<file path="config.mk">
export PLATFORM = sky130hd
export DESIGN_NAME = phyCtrlSeq
export DESIGN_NICKNAME = d
export VERILOG_FILES = /design/src/rtl/phySeqPkg.sv /design/src/rtl/phySeqCtrl.sv /design/src/rtl/phySeqDp.sv /design/src/rtl/phyCtrlSeq.sv
export SDC_FILE = /design/constraint.sdc
export NUM_CORES = 1
export LEC_CHECK = 0
export BUFFER_PORTS_ARGS = -buffer_cell sky130_fd_sc_hd__buf_4
export CAP_MARGIN = 10
export CORE_MARGIN = 5
export CORE_UTILIZATION = 49
export CTS_BUF_LIST = sky130_fd_sc_hd__clkbuf_8 sky130_fd_sc_hd__clkbuf_16
export CTS_CLUSTER_SIZE = 20
export DETAILED_ROUTE_END_ITERATION = 10
export GPL_ROUTABILITY_DRIVEN = 0
export GPL_TIMING_DRIVEN = 1
export PLACE_DENSITY = 0.84
export SLEW_MARGIN = 20
export SYNTH_ARGS = -nofsm -noshare
export SYNTH_HDL_FRONTEND = slang
export SYNTH_SLANG_ARGS = --single-unit
</file>
<file path="constraint.sdc">
create_clock -name clk -period 4.25 [get_ports clk]
set_clock_uncertainty 0.15 [all_clocks]
set_input_delay 0.425 -clock clk [delete_from_list [all_inputs] [get_ports clk]]
set_output_delay 0.425 -clock clk [all_outputs]
set_load 0.005 [all_outputs]
</file>
<file path="src/rtl/phySeqPkg.sv">
package phySeqPkg;

  localparam logic [1:0] PD_P0  = 2'b00;
  localparam logic [1:0] PD_P0S = 2'b01;
  localparam logic [1:0] PD_P1  = 2'b10;
  localparam logic [1:0] PD_P2  = 2'b11;
  localparam logic [1:0] RATE_BAD = 2'b11;
  localparam logic [2:0] RXST_FOUND = 3'b001;

  typedef enum logic {
    ST_IDLE,
    ST_WAIT
  } seqState_e;

  typedef enum logic [1:0] {
    OP_NONE,
    OP_DETECT,
    OP_POWER,
    OP_RATE
  } opKind_e;

  // strobes from control to datapath, each high for one cycle
  typedef struct packed {
    logic startDetect;
    logic startPower;
    logic startRate;
    logic reject;
    logic finish;
    logic finishDetect;
    logic expire;
  } ctrlStrb_t;

endpackage

</file>
<file path="src/rtl/phySeqCtrl.sv">
module phySeqCtrl
  import phySeqPkg::*;
#(
  parameter int TMO_W = 24
) (
  input  logic             clk,
  input  logic             rstN,
  input  logic             reqDetect,
  input  logic             reqPower,
  input  logic [1:0]       reqPowerState,
  input  logic             reqRate,
  input  logic [1:0]       reqRateSel,
  input  logic [TMO_W-1:0] timeoutLimit,
  input  logic             phyStatus,
  input  logic [1:0]       curPowerDown,
  output ctrlStrb_t        strb,
  output logic             busy
);

  localparam int CNT_W = TMO_W + 1;

  seqState_e       state;
  opKind_e         curOp;
  logic [CNT_W-1:0] waitCnt;
  logic [CNT_W-1:0] waitNext;
  logic            limitHit;

  assign waitNext = waitCnt + CNT_W'(1);
  // a limit of zero behaves as one because waitNext is never below one
  assign limitHit = (waitNext >= {1'b0, timeoutLimit});

  always_comb begin
    strb = '0;
    if (state == ST_IDLE) begin
      if (reqDetect) begin
        if (curPowerDown == PD_P1) strb.startDetect = 1'b1;
        else                       strb.reject      = 1'b1;
      end else if (reqPower) begin
        if (reqPowerState == PD_P2) strb.reject     = 1'b1;
        else                        strb.startPower = 1'b1;
      end else if (reqRate) begin
        if (reqRateSel == RATE_BAD) strb.reject    = 1'b1;
        else                        strb.startRate = 1'b1;
      end
    end else begin
      if (phyStatus) begin
        strb.finish       = 1'b1;
        strb.finishDetect = (curOp == OP_DETECT);
      end else if (limitHit) begin
        strb.expire = 1'b1;
      end
    end
  end

  always_ff @(posedge clk or negedge rstN) begin
    if (!rstN) begin
      state   <= ST_IDLE;
      curOp   <= OP_NONE;
      waitCnt <= '0;
    end else begin
      if (strb.startDetect || strb.startPower || strb.startRate) begin
        state   <= ST_WAIT;
        waitCnt <= '0;
        if (strb.startDetect)     curOp <= OP_DETECT;
        else if (strb.startPower) curOp <= OP_POWER;
        else                      curOp <= OP_RATE;
      end else if (strb.finish || strb.expire) begin
        state   <= ST_IDLE;
        curOp   <= OP_NONE;
        waitCnt <= '0;
      end else if (state == ST_WAIT) begin
        waitCnt <= waitNext;
      end
    end
  end

  assign busy = (state == ST_WAIT);

endmodule

</file>
<file path="src/rtl/phySeqDp.sv">
module phySeqDp
  import phySeqPkg::*;
#(
  parameter int         DATA_W   = 32,
  parameter logic [1:0] RESET_PD = 2'b10
) (
  input  logic              clk,
  input  logic              rstN,
  input  ctrlStrb_t         strb,
  input  logic [1:0]        reqPowerState,
  input  logic [1:0]        reqRateSel,
  input  logic              idleReq,
  input  logic              complianceReq,
  input  logic              polarityReq,
  input  logic              phyRxValid,
  input  logic [DATA_W-1:0] phyRxData,
  input  logic [2:0]        phyRxStatus,
  output logic              phyDetect,
  output logic [1:0]        phyPowerDown,
  output logic [1:0]        phyRate,
  output logic              phyElecIdle,
  output logic              phyCompliance,
  output logic              phyPolarity,
  output logic              done,
  output logic              detectFound,
  output logic              reqError,
  output logic              timeoutErr,
  output logic              rxValidOut,
  output logic [DATA_W-1:0] rxDataOut,
  output logic [2:0]        rxStatusOut
);

  logic rateGate;
  logic closeWin;

  assign closeWin = strb.finish | strb.expire;

  // control outputs that stay until changed
  always_ff @(posedge clk or negedge rstN) begin
    if (!rstN) begin
      phyDetect    <= 1'b0;
      phyPowerDown <= RESET_PD;
      phyRate      <= 2'b00;
      rateGate     <= 1'b0;
    end else begin
      if (strb.startDetect)  phyDetect <= 1'b1;
      else if (closeWin)     phyDetect <= 1'b0;
      if (strb.startPower)   phyPowerDown <= reqPowerState;
      if (strb.startRate)    phyRate <= reqRateSel;
      if (strb.startRate)    rateGate <= 1'b1;
      else if (closeWin)     rateGate <= 1'b0;
    end
  end

  // one-cycle reporting pulses
  always_ff @(posedge clk or negedge rstN) begin
    if (!rstN) begin
      done        <= 1'b0;
      detectFound <= 1'b0;
      reqError    <= 1'b0;
      timeoutErr  <= 1'b0;
    end else begin
      done        <= strb.finish;
      detectFound <= strb.finish & strb.finishDetect & (phyRxStatus == RXST_FOUND);
      reqError    <= strb.reject;
      timeoutErr  <= strb.expire;
    end
  end

  // level controls, one register stage
  always_ff @(posedge clk or negedge rstN) begin
    if (!rstN) begin
      phyElecIdle   <= 1'b0;
      phyCompliance <= 1'b0;
      phyPolarity   <= 1'b0;
    end else begin
      phyElecIdle   <= idleReq;
      phyCompliance <= complianceReq;
      phyPolarity   <= polarityReq;
    end
  end

  // receive path masking during a rate change
  assign rxValidOut  = phyRxValid & ~rateGate;
  assign rxDataOut   = rateGate ? '0 : phyRxData;
  assign rxStatusOut = rateGate ? 3'b000 : phyRxStatus;

endmodule

</file>
<file path="src/rtl/phyCtrlSeq.sv">
module phyCtrlSeq
  import phySeqPkg::*;
#(
  parameter int         DATA_W   = 32,
  parameter int         TMO_W    = 24,
  parameter logic [1:0] RESET_PD = 2'b10
) (
  input  logic              clk,
  input  logic              rstN,
  input  logic              reqDetect,
  input  logic              reqPower,
  input  logic [1:0]        reqPowerState,
  input  logic              reqRate,
  input  logic [1:0]        reqRateSel,
  input  logic              idleReq,
  input  logic              complianceReq,
  input  logic              polarityReq,
  input  logic [TMO_W-1:0]  timeoutLimit,
  input  logic              phyStatus,
  input  logic              phyRxValid,
  input  logic [DATA_W-1:0] phyRxData,
  input  logic [2:0]        phyRxStatus,
  output logic              phyDetect,
  output logic [1:0]        phyPowerDown,
  output logic [1:0]        phyRate,
  output logic              phyElecIdle,
  output logic              phyCompliance,
  output logic              phyPolarity,
  output logic              busy,
  output logic              done,
  output logic              detectFound,
  output logic              reqError,
  output logic              timeoutErr,
  output logic              rxValidOut,
  output logic [DATA_W-1:0] rxDataOut,
  output logic [2:0]        rxStatusOut
);

  ctrlStrb_t strb;

  phySeqCtrl #(.TMO_W(TMO_W)) uCtrl (
    .clk           (clk),
    .rstN          (rstN),
    .reqDetect     (reqDetect),
    .reqPower      (reqPower),
    .reqPowerState (reqPowerState),
    .reqRate       (reqRate),
    .reqRateSel    (reqRateSel),
    .timeoutLimit  (timeoutLimit),
    .phyStatus     (phyStatus),
    .curPowerDown  (phyPowerDown),
    .strb          (strb),
    .busy          (busy)
  );

  phySeqDp #(.DATA_W(DATA_W), .RESET_PD(RESET_PD)) uDp (
    .clk           (clk),
    .rstN          (rstN),
    .strb          (strb),
    .reqPowerState (reqPowerState),
    .reqRateSel    (reqRateSel),
    .idleReq       (idleReq),
    .complianceReq (complianceReq),
    .polarityReq   (polarityReq),
    .phyRxValid    (phyRxValid),
    .phyRxData     (phyRxData),
    .phyRxStatus   (phyRxStatus),
    .phyDetect     (phyDetect),
    .phyPowerDown  (phyPowerDown),
    .phyRate       (phyRate),
    .phyElecIdle   (phyElecIdle),
    .phyCompliance (phyCompliance),
    .phyPolarity   (phyPolarity),
    .done          (done),
    .detectFound   (detectFound),
    .reqError      (reqError),
    .timeoutErr    (timeoutErr),
    .rxValidOut    (rxValidOut),
    .rxDataOut     (rxDataOut),
    .rxStatusOut   (rxStatusOut)
  );

endmodule

</file>
======== Word-level counts from Yosys, hierarchy flattened ========
Cells that the tools add are included.
word-level totals
  flip-flop bits (word level) ............. 41
  output and inout port bits .............. 49
  logic and storage cells ................. 65
operators by class
  add/sub/neg operators ................... 1
  $lt $le $gt $ge ......................... 1
  equality and inequality tests ........... 5
  muxes and demuxes ....................... 32
  bitwise logic cells ..................... 5
  reduce and logical (&&, ||, !) cells .... 7
operators by type and width
  operator               count
  $mux 25                3
  $mux 32                1
  $add 25x1->25 const B  1
  $ge 25x24->1           1
  $mux 1                 19
  $mux 2                 6
  $eq 2x2->1 const B     3
  $mux 3                 2
  $reduce_bool 2->1      3
  $mux 4                 1
  $and 1x1->1            3
  $eq 3x1->1 const B     1
  $logic_or 1x1->1       3
  $reduce_bool 3->1      1
  $eq 2x1->1 const B     1
  $not 1->1              1
  $or 1x1->1             1

======== Logic depth before layout (Yosys ltp) ========
  depth after elaboration ................. 9
  depth in mapped cells ................... 15
  depth with buffers taken out ............ 13

======== Cells and area by module ========
Synthesis repeated with hierarchy kept, for this count alone.
unflattened totals
  cell total of the unflattened synthesis .. 329
  area, all modules ....................... 2957.8 sq um
modules (own cells, without submodules)
  module      times used  cells an instance  area an instance (sq um)
  phySeqCtrl  1           268                2309.7
  phySeqDp    1           61                 648.1

======== Worst setup path before layout ========
OpenSTA, ideal clock, no wires.
  kind .................................... flip-flop to flip-flop
  start ................................... register uCtrl.waitCnt[0]
  end ..................................... register uCtrl.waitCnt[21]
  library setup time ...................... 0.122 ns
  arrival ................................. 3.375 ns
  slack ................................... 0.603 ns
  cell stages (with the launch flop) ...... 15
  path buffers ............................ 2
  path through ............................ dfrtp_1 -> ha_1 -> clkbuf_1 -> nand4_1 -> nor4_2 -> and3_1 -> xor2_1 -> ha_1 -> nand2_1 -> or3_1 -> o41ai_2 -> a211oi_2 -> and2b_4 -> buf_6 -> a32o_1
between the ends
  word-level cells in the longest chain between the ends .. 8
  elaborated cells between the ends (all ways) .. 10
  classes of those cells .................. 1 x add/sub; 1 x order compare; 6 x mux; 2 x reduce/logical
ends and longest elaborated chain
  item                    RTL line          source
  start, declared         phySeqCtrl.sv:24  logic [CNT_W-1:0] waitCnt;
  start signal, assigned  phySeqCtrl.sv:72  waitCnt <= waitNext;
  $add 25x1->25 (*)       phySeqCtrl.sv:28  assign waitNext = waitCnt + CNT_W'(1);
  $ge 25x24->1            phySeqCtrl.sv:30  assign limitHit = (waitNext >= {1'b0, timeoutLimit});
  $mux 1                  phySeqCtrl.sv:49  end else if (limitHit) begin
  $mux 1                  phySeqCtrl.sv:46  if (phyStatus) begin
  $mux 3                  phySeqCtrl.sv:34  if (state == ST_IDLE) begin
  $logic_or 1x1->1        phySeqCtrl.sv:67  end else if (strb.finish || strb.expire) begin
  $mux 25                 phySeqCtrl.sv:67
  $mux 25                 phySeqCtrl.sv:61  if (strb.startDetect || strb.startPower || strb.startRate) begin
Mark *: on every way between the ends. The rest lies on a longest branch, timed or not. The select of a mux whose other input is x is not followed.
A chain may end at the register's enable or synchronous reset.

======== Worst setup path in the final report ========
  start ................................... register uCtrl.waitCnt[11]
  end ..................................... register uCtrl.curOp[0]
between the ends
  word-level cells in the longest chain between the ends .. 7
ends and longest elaborated chain
  item                         RTL line          source
  $add 25x1->25                phySeqCtrl.sv:28
  $ge 25x24->1                 phySeqCtrl.sv:30
  $mux 1                       phySeqCtrl.sv:49
  $mux 1                       phySeqCtrl.sv:46
  $mux 3                       phySeqCtrl.sv:34
  $logic_or 1x1->1             phySeqCtrl.sv:67
  $reduce_bool 2->1 (no line)  -
  end signal, assigned         phySeqCtrl.sv:65  else if (strb.startPower) curOp <= OP_POWER;
  end signal, assigned         phySeqCtrl.sv:66  else curOp <= OP_RATE;
  end signal, assigned         phySeqCtrl.sv:69  curOp <= OP_NONE;
  end, declared                phySeqCtrl.sv:23  opKind_e curOp;
Every way passes these cells.

==> results.sh <==
export IMPL_cts_sinks=41
export IMPL_synth_enable_flop_cells=0
export IMPL_end_kind="flop"
export IMPL_synthCells=346
export IMPL_syn_nets=444
export IMPL_synth_distinct_cells=56
export IMPL_fin_area_mm2=0.004135
export IMPL_nNetsFinal=559
export IMPL_clkLatencyLatePin_ns=0.30
export IMPL_drt_pass1_iterations=5
export IMPL_path_cells="and3_1, nand4_1, nor3_2, nand2_1, xnor2_1, ha_1, nand3_1, or3_1, o41ai_2, a211oi_2, and2b_4, nand2b_4, a31o_1"
export IMPL_peakVddDrop_uv=347.2
export IMPL_start_kind="flop"
export IMPL_numCtsBuffers=5
export IMPL_maxCapViolations=0
export IMPL_grt_overflow=0
export IMPL_power_per_cell_area_mw_per_mm2=362.9
export IMPL_drtAntennaViolNets=0
export IMPL_syn_area_per_cell_um2=8.845
export IMPL_grt_max_degree=42
export IMPL_io_buffer_count=121
export IMPL_hpwl_um=6992
export IMPL_maxSlewViolCount=0
export IMPL_fmax_mhz=246.9
export IMPL_layout_drive_gt1_share=0.3203
export IMPL_routed_wire_length_per_instance_um=16.57
export IMPL_grt_pass1_vias=2964
export IMPL_ys_seq_area_frac=0.3357
export IMPL_num_vias=2975
export IMPL_track_usage=0.2250
export IMPL_synth_seq_cells=41
export IMPL_setup_tns_ns=0
export IMPL_slowest_delay_ns=0.50
export IMPL_crit_arrival_ns=4.08
export IMPL_grt_pass1_wl_um=13980
export IMPL_worstSetupPathType="flop to flop"
export IMPL_start_util=0.5109
export IMPL_status="complete, no violations"
export IMPL_min_period_ns=4.050
export IMPL_pin_count=122
export IMPL_cts_clk_slew_worst_paths_ns=0.09
export IMPL_hold_violations=0
export IMPL_num_antenna_cells=0
export IMPL_synth_area_mm2=0.003060
export IMPL_die_x_um=89.03
export IMPL_crit_buf_inv=0
export IMPL_area_delta_synth_final_pct=35.12
export IMPL_antenna_found_initial=0
export IMPL_synth_async_reset_ratio=1.000
export IMPL_fin_crit_sh=0.9529
export IMPL_fillers=459
export IMPL_cts_root_buf="clkbuf_8"
export IMPL_die_area_mm2=0.007926
export IMPL_hold_path_class="input port to flop"
export IMPL_htreeDepth=2
export IMPL_multiInputGateArea_mm2=0.001859
export IMPL_rows=28
export IMPL_design_core_area_mm2=0.005991
export IMPL_cp_startpoint="uCtrl.waitCnt[11]$_DFFE_PN0P_"
export IMPL_worstPathRequired_ns=4.28
export IMPL_regArea_mm2=0.001028
export IMPL_leakage_nw=2.142
export IMPL_worst_slew_pin_transition_ns=0.9663
export IMPL_dieHeight_um=89.03
export IMPL_drc=0
export IMPL_place_area_mm2=0.003985
export IMPL_power_mw=1.501
export IMPL_dpl_cell_count=527
export IMPL_ys_dominant_reg_cell="dfrtp_1"
export IMPL_cts_tree="yes"
export IMPL_finalSetupViolCount=0
export IMPL_drtIter0Drc=258
export IMPL_viasPerCell=5.540
export IMPL_path_delay_family="simple AND/OR/NAND/NOR gates"
export IMPL_stdcell_count=537
export IMPL_drt_total_wl_um=8898
export IMPL_critical_path_max_fanout=24
export IMPL_reg2reg_from="uCtrl.waitCnt[11]$_DFFE_PN0P_"
export IMPL_yosys_warnings=0
export IMPL_worstHoldStart="polarityReq"
export IMPL_relSlewSlack=0.3534
export IMPL_slowest_stage="o41ai_2"
export IMPL_clock_path_buffers=2
==> Yosys cell counts, types with 8 or more instances <==
| cell type | number | area, um2 |
|---|---|---|
| a21oi_1 | 15 | 75.07 |
| and3_1 | 9 | 56.30 |
| clkbuf_1 | 8 | 30.03 |
| dfrtp_1 | 40 | 1001 |
| a32o_1 | 11 | 110.1 |
| nor2_1 | 21 | 78.83 |
| nor2b_1 | 39 | 244.0 |
| nor3_1 | 8 | 40.04 |
| nand2_1 | 25 | 93.84 |
| ha_1 | 25 | 312.8 |
| nand3_1 | 16 | 80.08 |
| inv_1 | 28 | 105.1 |
| xnor2_1 | 15 | 131.4 |
| nand4_1 | 10 | 62.56 |
==> where the power goes <==
part           total [mW]  switching [mW]  leakage [nW]  internal [mW]
Sequential          0.540          0.0875         0.544          0.452
Combinational       0.641           0.320          1.54          0.321
Clock               0.319           0.144        0.0543          0.176
==> flip-flops by register name, summed over array words and instances, names as in the netlist, 2 cells and up <==
| register | cells |
|---|---|
| uDp.phyPowerDown | 2 |
| uCtrl.curOp | 2 |
| uDp.phyRate | 2 |
| uCtrl.waitCnt | 25 |
==> logic make-up (layout without fill, tap and decap cells) <==
| group | Yosys count | after routing | synth area share |
|---|---|---|---|
| fa+ha+maj | 25 | 25 | 0.1022 |
| xor+xnor | 21 | 21 | 0.06010 |
| simple gates | 153 | 153 | 0.2849 |
| buf+inv | 44 | 160 | 0.06214 |
| compound gates | 62 | 62 | 0.1549 |
| flops | 41 | 41 | 0.3357 |
==> final cells by class <==
| cell class | instances | area share |
|---|---|---|
| tap | 75 | 0.02269 |
| clock inverter | 3 | 0.01120 |
| sequential | 41 | 0.2487 |
| multi-input combinational | 261 | 0.4496 |
| inverter | 28 | 0.02542 |
| timing repair buffer | 124 | 0.2257 |
| clock buffer | 5 | 0.01664 |
==> layout by cell type (no fill, tap or decap), types with 5 or more instances in the layout <==
cell / synthesis / final
a21oi_1: 15 / 15
nand2_1: 25 / 25
nor3_1: 8 / 7
xnor2_1: 15 / 15
nor2_1: 21 / 21
a21o_1: 5 / 5
nor2b_1: 39 / 39
and3_1: 9 / 9
nand4_1: 10 / 10
inv_1: 28 / 28
ha_1: 25 / 24
nand3_1: 16 / 16
dfrtp_1: 40 / 39
xor2_1: 6 / 6
a32o_1: 11 / 11
buf_4: 1 / 123
clkbuf_8: 0 / 5
==> path summary, 6_finish.rpt <==
| check | end | slack [ns] | cells after the start |
|---|---|---|---|
| setup / recovery | uCtrl.curOp[0]$_DFFE_PN0P_ | 0.20 | 13 |
| hold / removal | uDp.phyPolarity$_DFF_PN0_ | 0.08 | 1 |
| setup reg to reg | uCtrl.curOp[0]$_DFFE_PN0P_ | 0.20 | 13 |
| hold reg to reg | uDp.detectFound$_DFF_PN0_ | 0.31 | 1 |
| max in group asynchronous | uDp.rateGate$_DFFE_PN0P_ | 3.08 | 2 |
| min in group asynchronous | uCtrl.waitCnt[5]$_DFFE_PN0P_ | 0.48 | 2 |
==> layer usage <==
layer	vias to the layer above	GRT usage	wire length, um
met3	16	0.04608	507
met4	0	0.06225	138
met5	-	0	0
met1	1400	0.3124	3773
met2	110	0.3583	4479
li1	1449	-	-
==> repair_timing <==
| action | CTS | global route |
|---|---|---|
| hold buffers | 1 | 0 |
| endpoints found under the setup margin | 0 | 28 |
| setup buffers | 0 | 1 |
| endpoints found under the hold margin | 40 | 0 |
| resized for setup | 0 | 3 |
==> per-stage QoR <==
step             util  hold WS, ns  setup slack [ns]
6_report       0.6903      0.07598            0.2003
3_5_place_dp   0.6652       0.2858            0.1445
5_1_grt        0.6903      0.06132          -0.02089
3_3_place_gp   0.6652       0.2847            0.2715
4_1_cts        0.6861      0.07129           0.07542
2_1_floorplan       -     -0.02059            0.6031
Power figures use the tool's default switching activity.
